[src/rtl/exu_pkg.sv]
package exu_pkg;

  typedef enum logic [2:0] {
    OP_ADD  = 3'd0,
    OP_SUB  = 3'd1,
    OP_ADDI = 3'd2,
    OP_SLTI = 3'd3,
    OP_LUI  = 3'd4,
    OP_ORI  = 3'd5,
    OP_NOPA = 3'd6,
    OP_NOPB = 3'd7
  } opCode_e;

  typedef enum logic [2:0] {
    ALU_ADD  = 3'd0,
    ALU_SUB  = 3'd1,
    ALU_SLT  = 3'd2,
    ALU_UPR  = 3'd3,
    ALU_OR   = 3'd4,
    ALU_ZERO = 3'd5
  } aluSel_e;

  // strobes from control to datapath
  typedef struct packed {
    aluSel_e aluSel;
    logic    useImm;
    logic    signExt;
    logic    destIsRd;
    logic    legal;
  } ctrl_t;

endpackage

[src/rtl/exu_control.sv]
module exu_control
  import exu_pkg::*;
(
  input  logic [2:0] opCode,
  output ctrl_t      ctrl
);

  always_comb begin
    ctrl = '{aluSel: ALU_ZERO, useImm: 1'b0, signExt: 1'b0, destIsRd: 1'b0, legal: 1'b0};
    unique case (opCode_e'(opCode))
      OP_ADD:  ctrl = '{aluSel: ALU_ADD, useImm: 1'b0, signExt: 1'b0, destIsRd: 1'b1, legal: 1'b1};
      OP_SUB:  ctrl = '{aluSel: ALU_SUB, useImm: 1'b0, signExt: 1'b0, destIsRd: 1'b1, legal: 1'b1};
      OP_ADDI: ctrl = '{aluSel: ALU_ADD, useImm: 1'b1, signExt: 1'b1, destIsRd: 1'b0, legal: 1'b1};
      OP_SLTI: ctrl = '{aluSel: ALU_SLT, useImm: 1'b1, signExt: 1'b1, destIsRd: 1'b0, legal: 1'b1};
      OP_LUI:  ctrl = '{aluSel: ALU_UPR, useImm: 1'b1, signExt: 1'b0, destIsRd: 1'b0, legal: 1'b1};
      OP_ORI:  ctrl = '{aluSel: ALU_OR,  useImm: 1'b1, signExt: 1'b0, destIsRd: 1'b0, legal: 1'b1};
      default: ctrl = '{aluSel: ALU_ZERO, useImm: 1'b0, signExt: 1'b0, destIsRd: 1'b0, legal: 1'b0};
    endcase
  end

endmodule

[src/rtl/exu_regfile.sv]
module exu_regfile #(
  parameter int XLEN = 32,
  parameter int REGS = 32,
  localparam int AW  = $clog2(REGS)
) (
  input  logic            clk,
  input  logic            rstN,
  input  logic [AW-1:0]   rAddrA,
  input  logic [AW-1:0]   rAddrB,
  output logic [XLEN-1:0] rDataA,
  output logic [XLEN-1:0] rDataB,
  input  logic            we,
  input  logic [AW-1:0]   wAddr,
  input  logic [XLEN-1:0] wData
);

  logic [XLEN-1:0] regMem [1:REGS-1];

  genvar gi;
  generate
    for (gi = 1; gi < REGS; gi++) begin : g_reg
      always_ff @(posedge clk or negedge rstN) begin
        if (!rstN)
          regMem[gi] <= '0;
        else if (we && wAddr == AW'(gi))
          regMem[gi] <= wData;
      end
    end
  endgenerate

  always_comb begin
    rDataA = (rAddrA == '0) ? '0 : regMem[rAddrA];
    rDataB = (rAddrB == '0) ? '0 : regMem[rAddrB];
  end

  // a write to a nonzero register is visible on the next read of it
  a_r8_write_visible: assert property (@(posedge clk) disable iff (!rstN)
    (we && wAddr != '0 && rAddrA == wAddr) |=> (!$stable(rAddrA) || rDataA == $past(wData)));

  // without a write, a held read address keeps its data
  a_r8_hold_no_write: assert property (@(posedge clk) disable iff (!rstN)
    (!we) |=> (!$stable(rAddrA) || $stable(rDataA)));

  // register zero never returns data
  a_r7_zero_read: assert property (@(posedge clk) disable iff (!rstN)
    (rAddrB == '0) |-> (rDataB == '0));

endmodule

[src/rtl/exu_datapath.sv]
module exu_datapath
  import exu_pkg::*;
#(
  parameter int XLEN = 32,
  parameter int IMMW = 16,
  parameter int AW   = 5
) (
  input  logic            clk,
  input  logic            rstN,
  input  ctrl_t           ctrl,
  input  logic [XLEN-1:0] rsVal,
  input  logic [XLEN-1:0] rtVal,
  input  logic [IMMW-1:0] imm,
  input  logic [AW-1:0]   rtIdx,
  input  logic [AW-1:0]   rdIdx,
  output logic [XLEN-1:0] result,
  output logic [AW-1:0]   destIdx
);

  localparam int EXTW = XLEN - IMMW;

  logic [XLEN-1:0] immExt;
  logic [XLEN-1:0] opB;
  logic [XLEN-1:0] sumOut;
  logic [XLEN-1:0] diffOut;
  logic            lessThan;

  always_comb begin
    immExt   = ctrl.signExt ? {{EXTW{imm[IMMW-1]}}, imm} : {{EXTW{1'b0}}, imm};
    opB      = ctrl.useImm ? immExt : rtVal;
    sumOut   = rsVal + opB;
    diffOut  = rsVal - opB;
    lessThan = $signed(rsVal) < $signed(opB);
    unique case (ctrl.aluSel)
      ALU_ADD: result = sumOut;
      ALU_SUB: result = diffOut;
      ALU_SLT: result = {{(XLEN-1){1'b0}}, lessThan};
      ALU_UPR: result = {imm, {EXTW{1'b0}}};
      ALU_OR:  result = rsVal | opB;
      default: result = '0;
    endcase
    destIdx = ctrl.destIsRd ? rdIdx : rtIdx;
  end

  // compare result is a single bit
  a_r4_slt_bool: assert property (@(posedge clk) disable iff (!rstN)
    (ctrl.aluSel == ALU_SLT) |-> (result[XLEN-1:1] == '0));

  // upper load leaves the low half clear and carries the immediate
  a_r5_upper_low_clear: assert property (@(posedge clk) disable iff (!rstN)
    (ctrl.aluSel == ALU_UPR) |-> (result[EXTW-1:0] == '0 && result[XLEN-1:EXTW] == imm));

  // OR-immediate never disturbs the upper half of the source
  a_r6_or_upper_kept: assert property (@(posedge clk) disable iff (!rstN)
    (ctrl.aluSel == ALU_OR) |-> (result[XLEN-1:IMMW] == rsVal[XLEN-1:IMMW]));

endmodule

[src/rtl/int_exec_unit.sv]
module int_exec_unit
  import exu_pkg::*;
#(
  parameter int XLEN = 32,
  parameter int IMMW = 16,
  parameter int REGS = 32,
  localparam int AW  = $clog2(REGS)
) (
  input  logic            clk,
  input  logic            rstN,
  input  logic [2:0]      opCode,
  input  logic            wrEn,
  input  logic [AW-1:0]   rsIdx,
  input  logic [AW-1:0]   rtIdx,
  input  logic [AW-1:0]   rdIdx,
  input  logic [IMMW-1:0] imm,
  output logic [XLEN-1:0] result,
  output logic [AW-1:0]   destIdx
);

  ctrl_t           ctrl;
  logic [XLEN-1:0] rsVal;
  logic [XLEN-1:0] rtVal;
  logic            regWe;

  exu_control u_ctrl (
    .opCode (opCode),
    .ctrl   (ctrl)
  );

  exu_regfile #(.XLEN(XLEN), .REGS(REGS)) u_rf (
    .clk    (clk),
    .rstN   (rstN),
    .rAddrA (rsIdx),
    .rAddrB (rtIdx),
    .rDataA (rsVal),
    .rDataB (rtVal),
    .we     (regWe),
    .wAddr  (destIdx),
    .wData  (result)
  );

  exu_datapath #(.XLEN(XLEN), .IMMW(IMMW), .AW(AW)) u_dp (
    .clk     (clk),
    .rstN    (rstN),
    .ctrl    (ctrl),
    .rsVal   (rsVal),
    .rtVal   (rtVal),
    .imm     (imm),
    .rtIdx   (rtIdx),
    .rdIdx   (rdIdx),
    .result  (result),
    .destIdx (destIdx)
  );

  assign regWe = wrEn && ctrl.legal;

  // no-op codes produce zero
  a_r9_nop_zero: assert property (@(posedge clk) disable iff (!rstN)
    (opCode[2:1] == 2'b11) |-> (result == '0));

endmodule

[config.mk]
export PLATFORM = sky130hd
export DESIGN_NAME = int_exec_unit
export DESIGN_NICKNAME = d
export VERILOG_FILES = /design/src/rtl/exu_pkg.sv /design/src/rtl/exu_control.sv /design/src/rtl/exu_regfile.sv /design/src/rtl/exu_datapath.sv /design/src/rtl/int_exec_unit.sv
export SDC_FILE = /design/constraint.sdc
export NUM_CORES = 2
export LEC_CHECK = 0
export BUFFER_PORTS_ARGS = -buffer_cell sky130_fd_sc_hd__buf_2
export CORE_MARGIN = 2
export CORE_UTILIZATION = 55
export CTS_CLUSTER_DIAMETER = 40
export CTS_CLUSTER_SIZE = 16
export DETAILED_ROUTE_END_ITERATION = 10
export GPL_ROUTABILITY_DRIVEN = 0
export GPL_TIMING_DRIVEN = 0
export PLACE_DENSITY = 0.69
export RECOVER_POWER = 100
export SYNTH_ARGS = -nofsm -noshare
export SYNTH_HDL_FRONTEND = slang
export SYNTH_HIERARCHICAL = 1
export SYNTH_SLANG_ARGS = --single-unit
[constraint.sdc]
create_clock -name clk -period 19.7 [get_ports clk]
set_input_delay 5.91 -clock clk [delete_from_list [all_inputs] [get_ports clk]]
set_output_delay 5.91 -clock clk [all_outputs]
set_load 0.01 [all_outputs]
==> flow_summary.html <==
<table>
<tr><th>Metric</th><th>Value</th></tr>
<tr><th colspan="2">Outcome</th></tr>
<tr><td>Run status</td><td>finished, violations left</td></tr>
<tr><td>Violations in the final reports</td><td>capacitance limit, slew limit, setup timing</td></tr>
<tr><th colspan="2">Synth</th></tr>
<tr><td>Share of synthesized flip-flops with an asynchronous set or reset</td><td>1.000</td></tr>
<tr><td>Average cell area after synthesis</td><td>about 14 um^2</td></tr>
<tr><td>Post-Synthesis Net Count</td><td>between 4000 and 5000</td></tr>
<tr><td>Most used flip-flop cell after synthesis</td><td>dfrtp_1</td></tr>
<tr><td>Count of mapped cells out of synthesis</td><td>roughly 4300</td></tr>
<tr><td>Flip-flop and latch count after synthesis</td><td>992</td></tr>
<tr><td>Register area share after synthesis</td><td>0.4260</td></tr>
<tr><td>Number of enable flip-flop cells after synthesis</td><td>0</td></tr>
<tr><td>Netlist Area Pre-Place</td><td>58270 um^2</td></tr>
<tr><td>Count of distinct cell types in the synthesized netlist</td><td>roughly 80</td></tr>
<tr><td>Warnings, synthesis</td><td>6</td></tr>
<tr><th colspan="2">Clocking</th></tr>
<tr><td>Deepest clock path buffer count</td><td>3</td></tr>
<tr><td>Number of levels in the clock H-tree</td><td>4</td></tr>
<tr><td>Clk_lat worst skew</td><td>approximately 0.77 ns</td></tr>
<tr><td>CTS tree</td><td>yes</td></tr>
<tr><td>Clock slew at reported path FFs</td><td>roughly 0.05 ns</td></tr>
<tr><td>Sinks on Clock Net</td><td>roughly 1000</td></tr>
<tr><td>Hold buffer count at cts</td><td>0</td></tr>
<tr><td>Number of buffers inserted to repair setup after CTS</td><td>0</td></tr>
<tr><td>CTS root buffer</td><td>clkbuf_16</td></tr>
<tr><td>Inserted Clock Buffers</td><td>roughly 140</td></tr>
<tr><th colspan="2">Final layout</th></tr>
<tr><td>Layout-stage area growth over the synthesis result</td><td>12.13%</td></tr>
<tr><td>Largest registers in the final layout</td><td>u_rf/regMem (992)</td></tr>
<tr><td>Flip-flop count of the largest register, all copies and words added</td><td>between 900 and 1000</td></tr>
<tr><td>Filler cell count in the final layout</td><td>~8000</td></tr>
<tr><td>Layout cells sized above 1</td><td>0.4218</td></tr>
<tr><td>Net count reported at finish</td><td>roughly 4600</td></tr>
<tr><td>Core occupancy in the finished layout</td><td>0.6216</td></tr>
<tr><td>Top reg by flops</td><td>u_rf/regMem</td></tr>
<tr><th colspan="2">Power and ir drop</th></tr>
<tr><td>Pwr Density</td><td>132.2 nW/um^2</td></tr>
<tr><td>Overall power</td><td>about 8600 uW</td></tr>
<tr><td>Peak supply drop</td><td>0.08042 mV</td></tr>
<tr><td>Leak Pwr</td><td>between 0.02 and 0.03 uW</td></tr>
<tr><th colspan="2">Die</th></tr>
<tr><td>Horiz. Die Dim</td><td>about 330 um</td></tr>
<tr><td>Core Area</td><td>105100 um^2</td></tr>
<tr><td>Floorplan row count</td><td>about 120</td></tr>
<tr><td>Effective utilization at floorplan</td><td>0.5544</td></tr>
<tr><td>Floorplan die area</td><td>between 100000 and 150000 um^2</td></tr>
<tr><td>Vertical die dimension</td><td>329.5 um</td></tr>
<tr><td>Top Ports</td><td>74</td></tr>
<tr><th colspan="2">STA</th></tr>
<tr><td>Worst Tran Pin Value</td><td>~9.2 ns</td></tr>
<tr><td>Count of final setup violators</td><td>1</td></tr>
<tr><td>Final critical path time including I/O delays and setup</td><td>approximately 20 ns</td></tr>
<tr><td>Relative slew slack</td><td>-5.114</td></tr>
<tr><td>Crit share post-route</td><td>1.002</td></tr>
<tr><td>Max-slew violations</td><td>848</td></tr>
<tr><td>Final setup TNS</td><td>-0.03144 ns</td></tr>
<tr><td>Unrepaired setup endpoints after global routing</td><td>false</td></tr>
<tr><td>Total count of hold-check failures in the final report</td><td>0</td></tr>
<tr><td>Final worst slack</td><td>-0.03144 ns</td></tr>
<tr><td>Layout Skew</td><td>~0.035 ns</td></tr>
<tr><td>Fmax</td><td>between 50 and 60 MHz</td></tr>
<tr><th colspan="2">GRT</th></tr>
<tr><td>Global Route Usage Sum</td><td>0.4147</td></tr>
<tr><td>Number of global-route vias before repair</td><td>around 42000</td></tr>
<tr><td>GRT overflow</td><td>0</td></tr>
<tr><td>Wire length of the first global-routing pass</td><td>312.6 mm</td></tr>
<tr><td>Antenna violations before repair</td><td>13</td></tr>
<tr><td>Pin count of the biggest net entering global routing</td><td>between 150 and 200</td></tr>
<tr><th colspan="2">Worst hold path</th></tr>
<tr><td>Hold/Removal Path Class</td><td>reg -&gt; reg</td></tr>
<tr><th colspan="2">Worst setup path</th></tr>
<tr><td>Worst path arrival time</td><td>approximately 14 ns</td></tr>
<tr><td>Peak fanout along the critical path</td><td>10</td></tr>
<tr><td>Setup CP Type</td><td>in -&gt; out</td></tr>
<tr><td>Critical Path Start Type</td><td>primary input</td></tr>
<tr><td>Crit. End Element</td><td>output port</td></tr>
<tr><td>Data required time of the critical path</td><td>about 14 ns</td></tr>
<tr><th colspan="2">Detailed routing</th></tr>
<tr><td>DRC violations left</td><td>0</td></tr>
<tr><td>Via count normalized by instance count</td><td>just over 7</td></tr>
<tr><td>Detailed route wirelength on metal2</td><td>around 95 mm</td></tr>
<tr><td>Number of search-and-repair iterations in the first detailed-routing pass</td><td>6</td></tr>
<tr><td>Highest metal used</td><td>met5</td></tr>
<tr><td>DRT Wirelength</td><td>around 220 mm</td></tr>
<tr><td>Drt initial violations</td><td>~6100</td></tr>
<tr><td>Number of nets with antenna violations after routing</td><td>0</td></tr>
<tr><td>Number of vias in the routed layout</td><td>between 40000 and 50000</td></tr>
<tr><td>Routed met3 length</td><td>33.19 mm</td></tr>
<tr><td>Met1 wire length</td><td>slightly above 80 mm</td></tr>
<tr><td>Post-detailed-route wirelength per cell</td><td>between 30 and 40 um</td></tr>
<tr><th colspan="2">Place</th></tr>
<tr><td>Post-DP HPWL</td><td>161.1 mm</td></tr>
<tr><td>Pre-CTS setup slack</td><td>0.4819 ns</td></tr>
<tr><td>Number of input and output port buffers inserted</td><td>67</td></tr>
<tr><th colspan="2">Job</th></tr>
<tr><td>Reported max-cap violation count</td><td>21</td></tr>
</table>
metal layers:
metal	track usage	up-vias
met4	0.2446	14
met3	0.2054	763
li1	-	16760
met1	0.5122	22500
met5	0	-
met2	0.5872	3009
layout by cell type (no fill, tap or decap), types with 76 or more instances in the layout:
cell / netlist / layout
a21oi_1: 76 / 76
buf_2: 140 / 174
clkbuf_1: 204 / 251
clkbuf_16: 0 / 146
dfrtp_1: 992 / 992
ha_1: 98 / 98
inv_1: 114 / 114
mux2_2: 1023 / 1015
mux2i_1: 228 / 228
mux4_2: 432 / 432
nor2_1: 113 / 113
worst paths after layout:
check,from,slack [ns],endpoint,cells after the start
max,rtIdx[1],-0.03,result[30],22
min,u_rf/regMem[652],0.51,u_rf/regMem[652],1
max reg2reg,u_rf/regMem[128],12.68,u_rf/regMem[984],21
min reg2reg,u_rf/regMem[652],0.51,u_rf/regMem[652],1
max in group asynchronous,rstN,2.69,u_rf/regMem[82],4
min in group asynchronous,rstN,5.09,u_rf/regMem[103],1
layout make-up:
type / instances / area, um^2 / share of cell area
tap: 1391 / 1740 / 0.02663
antenna: 7 / 17.52 / 0.0002681
clock buffer: 167 / 3802 / 0.05819
timing repair buffer: 74 / 376.6 / 0.005764
buffer: 429 / 2054 / 0.03144
multi-input combinational: 2733 / 30970 / 0.4740
clock inverter: 87 / 1126 / 0.01723
inverter: 115 / 431.7 / 0.006606
sequential: 992 / 24820 / 0.3799
synth_stat cells, types with 51 or more instances:
cell / count / area share
a21oi_1: 76 / 0.0065
nor2_1: 113 / 0.0073
mux4_2: 432 / 0.17
buf_2: 140 / 0.012
mux2_2: 1023 / 0.20
inv_1: 114 / 0.0073
mux2i_1: 228 / 0.039
nand2_1: 75 / 0.0048
nor2b_1: 51 / 0.0055
clkbuf_1: 204 / 0.013
nor3_1: 54 / 0.0046
ha_1: 98 / 0.021
dfrtp_1: 992 / 0.43
metrics by stage:
stage               std cells  area, um^2  hold WS [ns]
finish                   5995       65340        0.5075
global route             5989       65330        0.5255
CTS                      5989       65500        0.5093
detailed placement       5735       60570        0.4937
global placement         5728       60350        0.4845
floorplan                4270       58270        0.4701
worst max-delay path, cell delays in order:
cell	delay (ns)
buf_2	0.27
buf_4	0.26
buf_4	0.28
clkbuf_1	1.22
mux4_2	0.44
mux2i_1	0.09
a22oi_1	0.34
o31a_1	0.57
mux2i_1	0.29
ha_1	0.35
clkbuf_1	0.19
nor4_1	0.53
nand2_1	0.11
a211oi_1	0.30
a211oi_1	0.17
o21ai_1	0.41
a21oi_1	0.24
o311a_1	0.44
o31ai_1	0.25
a21boi_0	0.18
a31oi_1	0.69
clkbuf_1	0.22
timing repair:
| item | 4_1_cts | 5_1_grt |
|---|---|---|
| gates resized for setup | 0 | 2 |
| endpoints found under the hold margin | 0 | 0 |
| setup endpoints to repair | 0 | 1 |
kinds of logic (layout without fill, tap and decap cells):
| logic type | after synthesis | count (layout) | synth area share |
|---|---|---|---|
| simple gates | 430 | 430 | 0.03717 |
| buf+inv | 545 | 872 | 0.04258 |
| compound gates | 458 | 458 | 0.05771 |
| xor+xnor | 25 | 25 | 0.003886 |
| flops | 992 | 992 | 0.4260 |
| fa+ha+maj | 100 | 100 | 0.02173 |
| other cells | 0 | 7 | 0 |
| mux | 1720 | 1720 | 0.4110 |
power breakdown:
part | internal (uW) | total [uW] | switching [uW]
Combinational | 1310 | 2800 | 1490
Sequential | 2680 | 3170 | 488
Clock | 1640 | 2660 | 1030
Total | 5630 | 8640 | 3010
No activity file was read; power rests on OpenSTA's default activity.
